### src/rtl/ftc_pkg.sv
package ftc_pkg;
    localparam int QUEUE_W  = 7;
    localparam int POOL_W   = 6;
    localparam int FLOW_W   = 3;
    localparam int ACT_W    = 2 + FLOW_W + POOL_W + QUEUE_W;
    localparam int MAXLEN_W = 4;
    localparam int THR_W    = 4;

    // statistic counter slots
    localparam int NSTAT       = 5;
    localparam int ST_ADD_OK   = 0;
    localparam int ST_ADD_FAIL = 1;
    localparam int ST_REM_OK   = 2;
    localparam int ST_REM_FAIL = 3;
    localparam int ST_COLL     = 4;

    typedef enum logic [1:0] {
        OP_IDLE   = 2'd0,
        OP_ADD    = 2'd1,
        OP_QUERY  = 2'd2,
        OP_REMOVE = 2'd3
    } op_e;

    typedef struct packed {
        logic              drop;
        logic              queue_en;
        logic [FLOW_W-1:0] flow;
        logic [POOL_W-1:0] pool;
        logic [QUEUE_W-1:0] queue;
    } action_t;

    typedef struct packed {
        op_e     op;
        logic    update;
        action_t act;
    } cmd_t;

    function automatic int idx_width(int n);
        return (n > 1) ? $clog2(n) : 1;
    endfunction
endpackage

### src/rtl/ftc_sequencer.sv
module ftc_sequencer
    import ftc_pkg::*;
#(
    parameter int LATENCY = 4,
    parameter int HASH_W  = 11
) (
    input  logic              clk,
    input  logic              rst,
    input  logic              hash_wr_en,
    input  logic [HASH_W-1:0] hash_wr_data,
    input  logic              cmd_wr_en,
    input  cmd_t              cmd_in,
    output logic              busy,
    output logic              fire,
    output cmd_t              cmd_cur,
    output logic [HASH_W-1:0] hash_cur
);
    localparam int CW = idx_width(LATENCY);

    logic [CW-1:0]     cnt;
    logic [HASH_W-1:0] hash_q;

    always_ff @(posedge clk) begin
        if (rst) begin
            busy     <= 1'b0;
            cnt      <= '0;
            cmd_cur  <= '0;
            hash_q   <= '0;
            hash_cur <= '0;
        end else begin
            if (hash_wr_en) hash_q <= hash_wr_data;
            if (!busy) begin
                if (cmd_wr_en && cmd_in.op != OP_IDLE) begin
                    busy     <= 1'b1;
                    cnt      <= CW'(LATENCY - 1);
                    cmd_cur  <= cmd_in;
                    hash_cur <= hash_q;
                end
            end else if (cnt == '0) begin
                busy <= 1'b0;
            end else begin
                cnt <= cnt - 1'b1;
            end
        end
    end

    assign fire = busy && (cnt == '0);
endmodule

### src/rtl/ftc_way_scan.sv
module ftc_way_scan #(
    parameter int WAYS     = 10,
    parameter int TAG_BITS = 8,
    parameter int IDX_W    = 4,
    parameter int LEN_W    = 4
) (
    input  logic [WAYS-1:0]     valid,
    input  logic [TAG_BITS-1:0] tags [WAYS],
    input  logic [TAG_BITS-1:0] tag,
    output logic                hit,
    output logic [IDX_W-1:0]    hit_idx,
    output logic [IDX_W-1:0]    free_idx,
    output logic [LEN_W-1:0]    occ
);
    logic [WAYS-1:0] match;

    for (genvar w = 0; w < WAYS; w++) begin : g_cmp
        assign match[w] = valid[w] && (tags[w] == tag);
    end

    always_comb begin
        hit      = |match;
        hit_idx  = '0;
        free_idx = '0;
        for (int w = WAYS - 1; w >= 0; w--) begin
            if (match[w]) hit_idx = IDX_W'(w);
            if (!valid[w]) free_idx = IDX_W'(w);
        end
        occ = LEN_W'($countones(valid));
    end
endmodule

### src/rtl/ftc_stats.sv
module ftc_stats #(
    parameter int NCNT  = 5,
    parameter int CNT_W = 16,
    parameter int LEN_W = 4
) (
    input  logic             clk,
    input  logic             rst,
    input  logic [NCNT-1:0]  inc,
    input  logic             len_upd,
    input  logic [LEN_W-1:0] len_new,
    output logic [CNT_W-1:0] cnt [NCNT],
    output logic [LEN_W-1:0] longest
);
    always_ff @(posedge clk) begin
        if (rst) begin
            for (int i = 0; i < NCNT; i++) cnt[i] <= '0;
            longest <= '0;
        end else begin
            for (int i = 0; i < NCNT; i++)
                if (inc[i]) cnt[i] <= cnt[i] + 1'b1;
            if (len_upd && len_new > longest) longest <= len_new;
        end
    end
endmodule

### src/rtl/flow_table_cmd_ctrl.sv
module flow_table_cmd_ctrl
    import ftc_pkg::*;
#(
    parameter int BKT_BITS    = 3,
    parameter int TAG_BITS    = 8,
    parameter int WAYS        = 10,
    parameter int LATENCY     = 4,
    parameter int CAP_BASE    = 10,
    parameter int THRESH_UNIT = 16,
    parameter int CNT_W       = 16,
    localparam int HASH_W     = BKT_BITS + TAG_BITS,
    localparam int FREE_W     = CAP_BASE + 6,
    localparam int LEN_W      = $clog2(WAYS + 1)
) (
    input  logic                clk,
    input  logic                rst,
    input  logic [1:0]          cfg_alloc,
    input  logic                cfg_sig_mode,
    input  logic [MAXLEN_W-1:0] cfg_max_len,
    input  logic [THR_W-1:0]    cfg_full_thresh,
    input  logic                hash_wr_en,
    input  logic [HASH_W-1:0]   hash_wr_data,
    input  logic                cmd_wr_en,
    input  logic [1:0]          cmd_op,
    input  logic                cmd_update,
    input  logic [ACT_W-1:0]    cmd_action,
    output logic [1:0]          cmd_field,
    output logic                filter_valid,
    output logic [ACT_W-1:0]    qry_action,
    output logic [FREE_W-1:0]   free_cnt,
    output logic [CNT_W-1:0]    coll_cnt,
    output logic [LEN_W-1:0]    longest_len,
    output logic [CNT_W-1:0]    add_ok_cnt,
    output logic [CNT_W-1:0]    rem_ok_cnt,
    output logic [CNT_W-1:0]    add_fail_cnt,
    output logic [CNT_W-1:0]    rem_fail_cnt,
    output logic                full_irq
);
    localparam int NBKT  = 1 << BKT_BITS;
    localparam int IDX_W = idx_width(WAYS);

    // command intake and latency
    cmd_t              cmd_in, cmd_cur;
    logic              busy, fire;
    logic [HASH_W-1:0] hash_cur;

    always_comb begin
        cmd_in.op     = op_e'(cmd_op);
        cmd_in.update = cmd_update;
        cmd_in.act    = action_t'(cmd_action);
    end

    ftc_sequencer #(.LATENCY(LATENCY), .HASH_W(HASH_W)) u_seq (
        .clk, .rst, .hash_wr_en, .hash_wr_data, .cmd_wr_en, .cmd_in,
        .busy, .fire, .cmd_cur, .hash_cur
    );

    assign cmd_field = busy ? cmd_cur.op : OP_IDLE;

    // table storage
    logic [WAYS-1:0]     tbl_valid [NBKT];
    logic [TAG_BITS-1:0] tbl_tag   [NBKT][WAYS];
    action_t             tbl_act   [NBKT][WAYS];

    logic [BKT_BITS-1:0] bkt;
    logic [TAG_BITS-1:0] tag;
    logic [TAG_BITS-1:0] scan_tags [WAYS];

    assign bkt = hash_cur[BKT_BITS-1:0];
    assign tag = hash_cur[HASH_W-1:BKT_BITS];

    always_comb begin
        for (int w = 0; w < WAYS; w++) scan_tags[w] = tbl_tag[bkt][w];
    end

    logic             hit;
    logic [IDX_W-1:0] hit_idx, free_idx;
    logic [LEN_W-1:0] occ;

    ftc_way_scan #(.WAYS(WAYS), .TAG_BITS(TAG_BITS), .IDX_W(IDX_W), .LEN_W(LEN_W)) u_scan (
        .valid(tbl_valid[bkt]), .tags(scan_tags), .tag,
        .hit, .hit_idx, .free_idx, .occ
    );

    // capacity and free space
    logic [FREE_W-1:0] used_q, cap;
    assign cap      = FREE_W'(1) << (CAP_BASE + int'(cfg_alloc) + (cfg_sig_mode ? 2 : 0));
    assign free_cnt = (used_q >= cap) ? '0 : cap - used_q;
    assign full_irq = free_cnt <= FREE_W'(cfg_full_thresh) * FREE_W'(THRESH_UNIT);

    // outcome decode
    logic [LEN_W-1:0] eff_max;
    logic             is_add, is_qry, is_rem, add_new, add_ok;

    assign eff_max = (int'(cfg_max_len) > WAYS) ? LEN_W'(WAYS) : LEN_W'(cfg_max_len);
    assign is_add  = fire && cmd_cur.op == OP_ADD;
    assign is_qry  = fire && cmd_cur.op == OP_QUERY;
    assign is_rem  = fire && cmd_cur.op == OP_REMOVE;
    assign add_new = is_add && !hit && (occ < eff_max) && (free_cnt != '0);
    assign add_ok  = add_new || (is_add && hit && cmd_cur.update);

    always_ff @(posedge clk) begin
        if (rst) begin
            for (int b = 0; b < NBKT; b++) tbl_valid[b] <= '0;
            used_q       <= '0;
            filter_valid <= 1'b0;
            qry_action   <= '0;
        end else begin
            if (add_new) begin
                tbl_valid[bkt][free_idx] <= 1'b1;
                used_q <= used_q + 1'b1;
            end
            if (is_rem && hit) begin
                tbl_valid[bkt][hit_idx] <= 1'b0;
                used_q <= used_q - 1'b1;
            end
            if (is_qry) begin
                filter_valid <= hit;
                qry_action   <= hit ? tbl_act[bkt][hit_idx] : '0;
            end
        end
    end

    // entry payload carries no reset
    always_ff @(posedge clk) begin
        if (add_new) begin
            tbl_tag[bkt][free_idx] <= tag;
            tbl_act[bkt][free_idx] <= cmd_cur.act;
        end else if (add_ok) begin
            tbl_act[bkt][hit_idx] <= cmd_cur.act;
        end
    end

    // statistics
    logic [NSTAT-1:0] st_inc;
    logic [CNT_W-1:0] st_cnt [NSTAT];

    always_comb begin
        st_inc              = '0;
        st_inc[ST_ADD_OK]   = add_ok;
        st_inc[ST_ADD_FAIL] = is_add && !add_ok;
        st_inc[ST_REM_OK]   = is_rem && hit;
        st_inc[ST_REM_FAIL] = is_rem && !hit;
        st_inc[ST_COLL]     = add_new && (occ != '0);
    end

    ftc_stats #(.NCNT(NSTAT), .CNT_W(CNT_W), .LEN_W(LEN_W)) u_stats (
        .clk, .rst, .inc(st_inc), .len_upd(add_new), .len_new(occ + 1'b1),
        .cnt(st_cnt), .longest(longest_len)
    );

    assign add_ok_cnt   = st_cnt[ST_ADD_OK];
    assign add_fail_cnt = st_cnt[ST_ADD_FAIL];
    assign rem_ok_cnt   = st_cnt[ST_REM_OK];
    assign rem_fail_cnt = st_cnt[ST_REM_FAIL];
    assign coll_cnt     = st_cnt[ST_COLL];
endmodule

### config.mk
export PLATFORM = sky130hd
export DESIGN_NAME = flow_table_cmd_ctrl
export DESIGN_NICKNAME = d
export VERILOG_FILES = /design/src/rtl/ftc_pkg.sv /design/src/rtl/ftc_sequencer.sv /design/src/rtl/ftc_way_scan.sv /design/src/rtl/ftc_stats.sv /design/src/rtl/flow_table_cmd_ctrl.sv
export SDC_FILE = /design/constraint.sdc
export NUM_CORES = 2
export LEC_CHECK = 0
export ABC_CLOCK_PERIOD_IN_PS = 10200
export BUFFER_PORTS_ARGS = -buffer_cell sky130_fd_sc_hd__buf_2
export CAP_MARGIN = 30
export CORE_MARGIN = 1
export CORE_UTILIZATION = 30
export CTS_BUF_LIST = sky130_fd_sc_hd__clkbuf_2
export CTS_CLUSTER_SIZE = 30
export DETAILED_ROUTE_END_ITERATION = 10
export GPL_TIMING_DRIVEN = 0
export PLACE_DENSITY = 0.42
export SYNTH_ARGS = -nofsm -noshare
export SYNTH_HDL_FRONTEND = slang
export SYNTH_HIERARCHICAL = 1
export SYNTH_SLANG_ARGS = --single-unit
export TNS_END_PERCENT = 10
### constraint.sdc
create_clock -name clk -period 10.2 [get_ports clk]
set_input_delay 3.06 -clock clk [delete_from_list [all_inputs] [get_ports clk]]
set_output_delay 3.06 -clock clk [all_outputs]
set_load 0.02 [all_outputs]
=== Yosys cells after proc, flatten, opt, wreduce, memory -nomap -nowiden ===
Memory sizes are Yosys's and may differ from the RTL's. A register that Yosys moved wholly into a read port is not among the register bits.
Index checks and enable logic that the tools add are counted.

* Register bits after elaboration: 165
* Bits in writable memories: 2160
* Input port bits: 47
* Memories kept: 3

* $add $sub $neg: 21
* $lt $le $gt $ge: 13
* Equal/unequal tests: 14
* Shift operators: 1
* Multiplexer cells: 258
* Bitwise operators: 193
* Reductions and logical operators: 42

{| class="wikitable"
|+ Memory list
! name !! words !! width !! read ports !! clocked after Yosys merged registers in !! write ports !! RTL line !! RTL
|-
| tbl_act || 8 || 180 || 1 || 1 || 1 || flow_table_cmd_ctrl.sv:63 || <nowiki>action_t tbl_act [NBKT][WAYS];</nowiki>
|-
| tbl_tag || 8 || 80 || 1 || 1 || 1 || flow_table_cmd_ctrl.sv:62 || <nowiki>logic [TAG_BITS-1:0] tbl_tag [NBKT][WAYS];</nowiki>
|-
| tbl_valid || 8 || 10 || 1 || 1 || 8 || flow_table_cmd_ctrl.sv:61 || <nowiki>logic [WAYS-1:0] tbl_valid [NBKT];</nowiki>
|}

{| class="wikitable"
|+ Operator list
! kind !! number
|-
| $mux 180 || 2
|-
| $mux 1 || 203
|-
| $or 1x1->1 || 190
|-
| $demux 18 s4 || 2
|-
| $add 16x1->16 const B || 6
|-
| $mux 18 || 5
|-
| $mux 4 || 21
|-
| $eq 8x8->1 || 10
|-
| $mux 80 || 1
|-
| $bmux 18 s4 || 1
|-
| $mux 16 || 3
|-
| $mux 10 || 4
|-
| $demux 8 s4 || 1
|-
| $logic_and 1x1->1 || 29
|-
| $mux 3 || 7
|-
| $reduce_or 10->1 || 2
|-
| $add 4x4->4 || 4
|-
| $ge 16x16->1 || 1
|-
| $le 16x8->1 || 1
|-
| $reduce_bool 16->1 || 1
|-
| $shl 1x6->16 const A || 1
|-
| $sub 16x1->16 const B || 1
|-
| $sub 16x16->16 || 1
|-
| $add 1x1->2 || 5
|-
| other kinds (25) || 40
|}

=== Longest topological paths before layout ===
* Depth in word-level cells: 20
* Gate-level depth with buffers: 35

=== Cells and area by module ===
The synthesis kept the hierarchy.

{| class="wikitable"
|+ By module, submodules not included
! module !! times used !! cells each !! area an instance (µm²)
|-
| flow_table_cmd_ctrl || 1 || 4934 || 83436.3
|-
| ftc_stats || 1 || 437 || 3866.2
|-
| ftc_sequencer || 1 || 188 || 1959.4
|-
| ftc_way_scan || 1 || 178 || 1473.9
|}

=== Worst setup path after synthesis ===
Ideal clock, no wire load.

* Path type: input-to-output
* From: in cfg_alloc[1]
* To: out full_irq
* Arrival time: 6.816 ns
* Required time: 7.140 ns
* Setup slack: 0.324 ns
* Cell stages on the path: 15
* Path buffers: 0
* Path through: inv_1 > ha_1 > nor3b_1 > ha_1 > a21o_1 > a21oi_1 > a21boi_0 > o31ai_1 > nor2_1 > ha_1 > o21ai_0 > nand2b_1 > a21oi_1 > o21ai_0 > a211oi_1

* Longest elaborated chain between the ends: 6
* Elaborated cells on any way between the ends: 7
* Those cells by class: add/sub: 3; order compare: 2; shift: 1; mux: 1

{| class="wikitable"
|+ RTL lines
! what !! RTL line !! RTL
|-
| start: declaration || flow_table_cmd_ctrl.sv:17 || <nowiki>input logic [1:0] cfg_alloc,</nowiki>
|-
| $add 4x2->5 (*) || flow_table_cmd_ctrl.sv:87 || <nowiki>assign cap = FREE_W'(1) << (CAP_BASE + int'(cfg_alloc) + (cfg_sig_mode ? 2 : 0));</nowiki>
|-
| $add 5x2->6 (*) || flow_table_cmd_ctrl.sv:87 ||
|-
| $shl 1x6->16 (*) || flow_table_cmd_ctrl.sv:87 ||
|-
| $sub 16x16->16 or $ge 16x16->1 (tied branches) || flow_table_cmd_ctrl.sv:88 || <nowiki>assign free_cnt = (used_q >= cap) ? '0 : cap - used_q;</nowiki>
|-
| $mux 16 (*) || flow_table_cmd_ctrl.sv:88 ||
|-
| net free_cnt[6] || flow_table_cmd_ctrl.sv:30 || <nowiki>output logic [FREE_W-1:0] free_cnt,</nowiki>
|-
| $le 16x8->1 (*) || flow_table_cmd_ctrl.sv:89 || <nowiki>assign full_irq = free_cnt <= FREE_W'(cfg_full_thresh) * FREE_W'(THRESH_UNIT);</nowiki>
|-
| end: declaration || flow_table_cmd_ctrl.sv:37 || <nowiki>output logic full_irq</nowiki>
|}

Mark *: on every way through the listed nets, which the timed path passes. The rest lies on a longest branch.

=== Worst setup path after layout ===
* From: reg u_seq.hash_cur[1]
* To: mem tbl_act[0][64] (netlist name) (enable)

{| class="wikitable"
|+ RTL lines
! what !! RTL line !! RTL
|-
| start: declaration || ftc_sequencer.sv:16 || <nowiki>output logic [HASH_W-1:0] hash_cur</nowiki>
|-
| start signal: assignment || ftc_sequencer.sv:37 || <nowiki>hash_cur <= hash_q;</nowiki>
|-
| end: declaration || flow_table_cmd_ctrl.sv:63 ||
|}

Straight into the memory's write port.

==> metrics <==
status=completed; first-pass GRT wire length=527500 microns; placed instance area=101900 sq um; P per Cell Area=169.9 nW/um^2; CTS tree=yes; Syn Area/Cell=between 15 and 20 sq um; Buf/Inv on CP=15; Clock Latency Late Sink=1.91 ns; switch share=26.55%; sequential-to-total area share from yosys stat=75.13%; CTS buffer count=616; Highest Signal Layer=met5; cell family with most CP delay=buffers and inverters; fin nets=a little under 7k; largest area contributor in the netlist=edfxtp_1; met2 WL=around 190000 microns; Post-synth top cells=edfxtp_1 (2160), a22oi_1 (673), nor2_1 (469); WP data arrival=approximately 11 ns; Setup-failing EPs final=0; clock sink total=2325; ys async rst share=0%; initial antenna violation count=29; routed wl met3=34080 microns; crit path kind=register to register; Avg WL per Cell=between 30 and 40 microns; Gate power share=5.8%; worst slew pin tran=1.352 ns; grt total ovfl=0; post-detail-place hpwl=roughly 270000 microns; initial DRC count=roughly 8.1k; 1st-pass router iterations=6; Syn Inst Count=5737; post-synth net total=5838; utilization after layout=35.90%; synthesis-stage register bit count=2325; Final Cycle Share=98.34%; Seq pwr share=57.3%; I/O pin count=between 150 and 200; cell chain of the critical path=buf_2, and3b_1, buf_2, buf_4, buf_2, buf_4, buf_2, clkbuf_1, a22oi_1, nand4_1, inv_1, nor4_1, o21ai_0, a21boi_1, clkbuf_2, inv_1, or3_1, clkbuf_1, clkbuf_1, buf_8, inv_1, a32oi_4, nor2_4, buf_12; CP Launch Type=register; clk root buf=clkbuf_2; core area=300300 sq um; Fill cells=29.18k; Routed WL=399300 microns; Yosys cell types=97; vias in the first global route=60.28k; layout cells sized above 1=26.17%; top cell type's share of synthesized area=71.48%; dominant cells by area after synthesis=edfxtp_1 (71%), a22oi_1 (5.6%), dfxtp_1 (3.6%); CP Capture Type=register; synth warn=6; Via density=5.569; cell area after synthesis=90740 sq um; Finished Cell Area=approximately 110000 sq um; WL met1=162500 microns; Die Area=approximately 300000 sq um; Die Y-Extent=552.0 microns; slowest cell delay on critical path=0.76 ns; Crit path top cell by count=buf_2; Detail Route Antenna Nets=0; Main synth FF type=edfxtp_1; number of hold buffers added after cts=0; Starting Density=30.22%; # rows=201; largest net degree at the start of global routing=a little over 80; Die W=552.0 microns; number of synthesized flops with an enable pin=2160; Longest Clk Path Bufs=4; via count=approximately 62k; sw power=0.004861 W; slowest stage cell on the critical path=nor4_1; clock share of power=36.8%; GPL Wtd Cong=0.8533; Final Slew Violations=0; most frequent cell after synthesis=edfxtp_1; crit path time final=10.03 ns; max-cap check violation count=0; Reg clk slew, reported paths=0.10 ns; required time worst endpoint=11.63 ns; Slew Limit Headroom=9.869%; Clock Skew=0.2420 ns; Max H-tree Level=6; Int Pwr=0.01345 W; Leakage=35.82 nW; Max FO, Critical Path=14; DR DRC count=0; port bufs=approximately 170; worst hold path class=register to register; Peak supply drop=0.07553 mV; final setup TNS=0 ns; Final Hold Viols=0; fmax=99.70 MHz; area grow syn2layout=18.79%; GRT Total Usage=25.56%; total power=around 0.018 W
cell usage in the layout, fill, tap and decap left out, types with 15 or more instances in the layout:
cell type and instances:
a21o_1 15, a21oi_1 122, a221oi_1 138, a22o_1 134, a22oi_1 673, a31oi_1 88, and2_1 16, and3_1 15
buf_1 33, buf_12 65, buf_16 46, buf_2 271, buf_4 51, buf_6 43, buf_8 100, clkbuf_1 151
clkbuf_2 962, clkinv_1 65, dfxtp_1 136, dfxtp_4 24, edfxtp_1 2160, ha_1 46, inv_1 56, mux2_2 83
mux2i_1 99, nand2_1 138, nand2b_1 82, nand3_1 68, nand4_1 142, nor2_1 385, nor2_4 81, nor2b_1 33
nor3_1 89, nor3_2 17, nor4_1 28, o211ai_1 22, o21ai_0 67, or3_1 21, xnor2_1 110, xor2_1 39
area by class of cell:
cell class / instances / area [sq um] / area share, %
Multi-Input combinational cell: 2992 / 21570 / 20.01
Antenna cell: 13 / 32.53 / 0.03018
Clock inverter: 108 / 789.5 / 0.7325
Inverter: 59 / 252.7 / 0.2345
Clock buffer: 933 / 4669 / 4.332
Sequential cell: 2325 / 68260 / 63.33
Timing Repair Buffer: 457 / 5554 / 5.153
Tap cell: 3958 / 4952 / 4.594
Buffer: 348 / 1709 / 1.586
power by group through the flow:
stage                     Sequential [W]  Combinational, W  Clock (W)
after floorplan                   0.0107          0.000504          0
after global placement            0.0108          0.000881          0
after detailed placement          0.0107           0.00105          0
after CTS                         0.0105           0.00105    0.00688
after global routing              0.0105           0.00113    0.00732
final                             0.0105           0.00107    0.00675
registers in the layout, indices dropped and copies added, names as in the netlist:
name             cells
tbl_act           1440
u_seq/hash_q        11
u_stats/longest      4
u_stats/cnt         80
tbl_tag            640
u_seq/cnt            2
tbl_valid           80
used_q              16
u_seq/hash_cur      11
u_seq/busy           1
qry_action          18
u_seq/cmd_cur       21
filter_valid         1
path summary, 6_finish.rpt:
check	startpoint	to	slack [ns]	depth (start not counted)
setup / recovery	u_seq/hash_cur[1]	tbl_act[0][64]	0.17	24
hold / removal	u_seq/hash_q[0]	u_seq/hash_cur[0]	0.44	2
setup reg to reg	u_seq/hash_cur[1]	tbl_act[0][64]	0.17	24
hold reg to reg	u_seq/hash_q[0]	u_seq/hash_cur[0]	0.44	2
worst register-to-register path: stages, from the launching register on:
cell      delay (ns)
dfxtp_2         0.55
buf_2           0.30
and3b_1         0.24
buf_2           0.28
buf_4           0.39
buf_2           0.51
buf_4           0.49
buf_2           0.56
clkbuf_1        0.41
a22oi_1         0.16
nand4_1         0.31
inv_1           0.27
nor4_1          0.77
o21ai_0         0.38
a21boi_1        0.60
clkbuf_2        0.46
inv_1           0.17
or3_1           0.41
clkbuf_1        0.29
clkbuf_1        0.42
buf_8           0.27
inv_1           0.23
a32oi_4         0.25
nor2_4          0.66
buf_12          0.27
metrics by stage:
stage	setup WS, ns	hold slack [ns]	std cells
after global placement	-6.134	0.4423	9863
after floorplan	0.3240	0.4449	5737
after detailed placement	-1.592	0.4378	10130
after global routing	-0.003578	0.4483	11180
after CTS	0.003995	0.4240	11170
final	0.1695	0.4427	11190
logic make-up (layout without fill, tap and decap cells):
| family | after synthesis | in the layout | share of synthesized area (%) |
|---|---|---|---|
| xor+xnor | 153 | 153 | 1.522 |
| simple gates | 1190 | 1190 | 6.568 |
| buf+inv | 420 | 1905 | 2.033 |
| mux | 197 | 197 | 2.486 |
| other cells | 0 | 13 | 0 |
| compound gates | 1398 | 1398 | 11.46 |
| fa+ha+maj | 54 | 54 | 0.8025 |
| flops | 2325 | 2325 | 75.13 |
what timing repair did:
| action | in CTS | in global routing |
|---|---|---|
| endpoints found under the setup margin | 2244 | 306 |
| pin swaps | 2 | 2 |
| resized for setup | 47 | 44 |
| buffers inserted | 2 | 5 |
per-layer routing:
metal	vias to the layer above	track usage [%]
met3	678	4.940
met1	32570	33.90
met2	3523	41.47
met4	10	9.430
met5	-	0
li1	25550	-
Note: power is estimated with default switching activity, not from simulation.
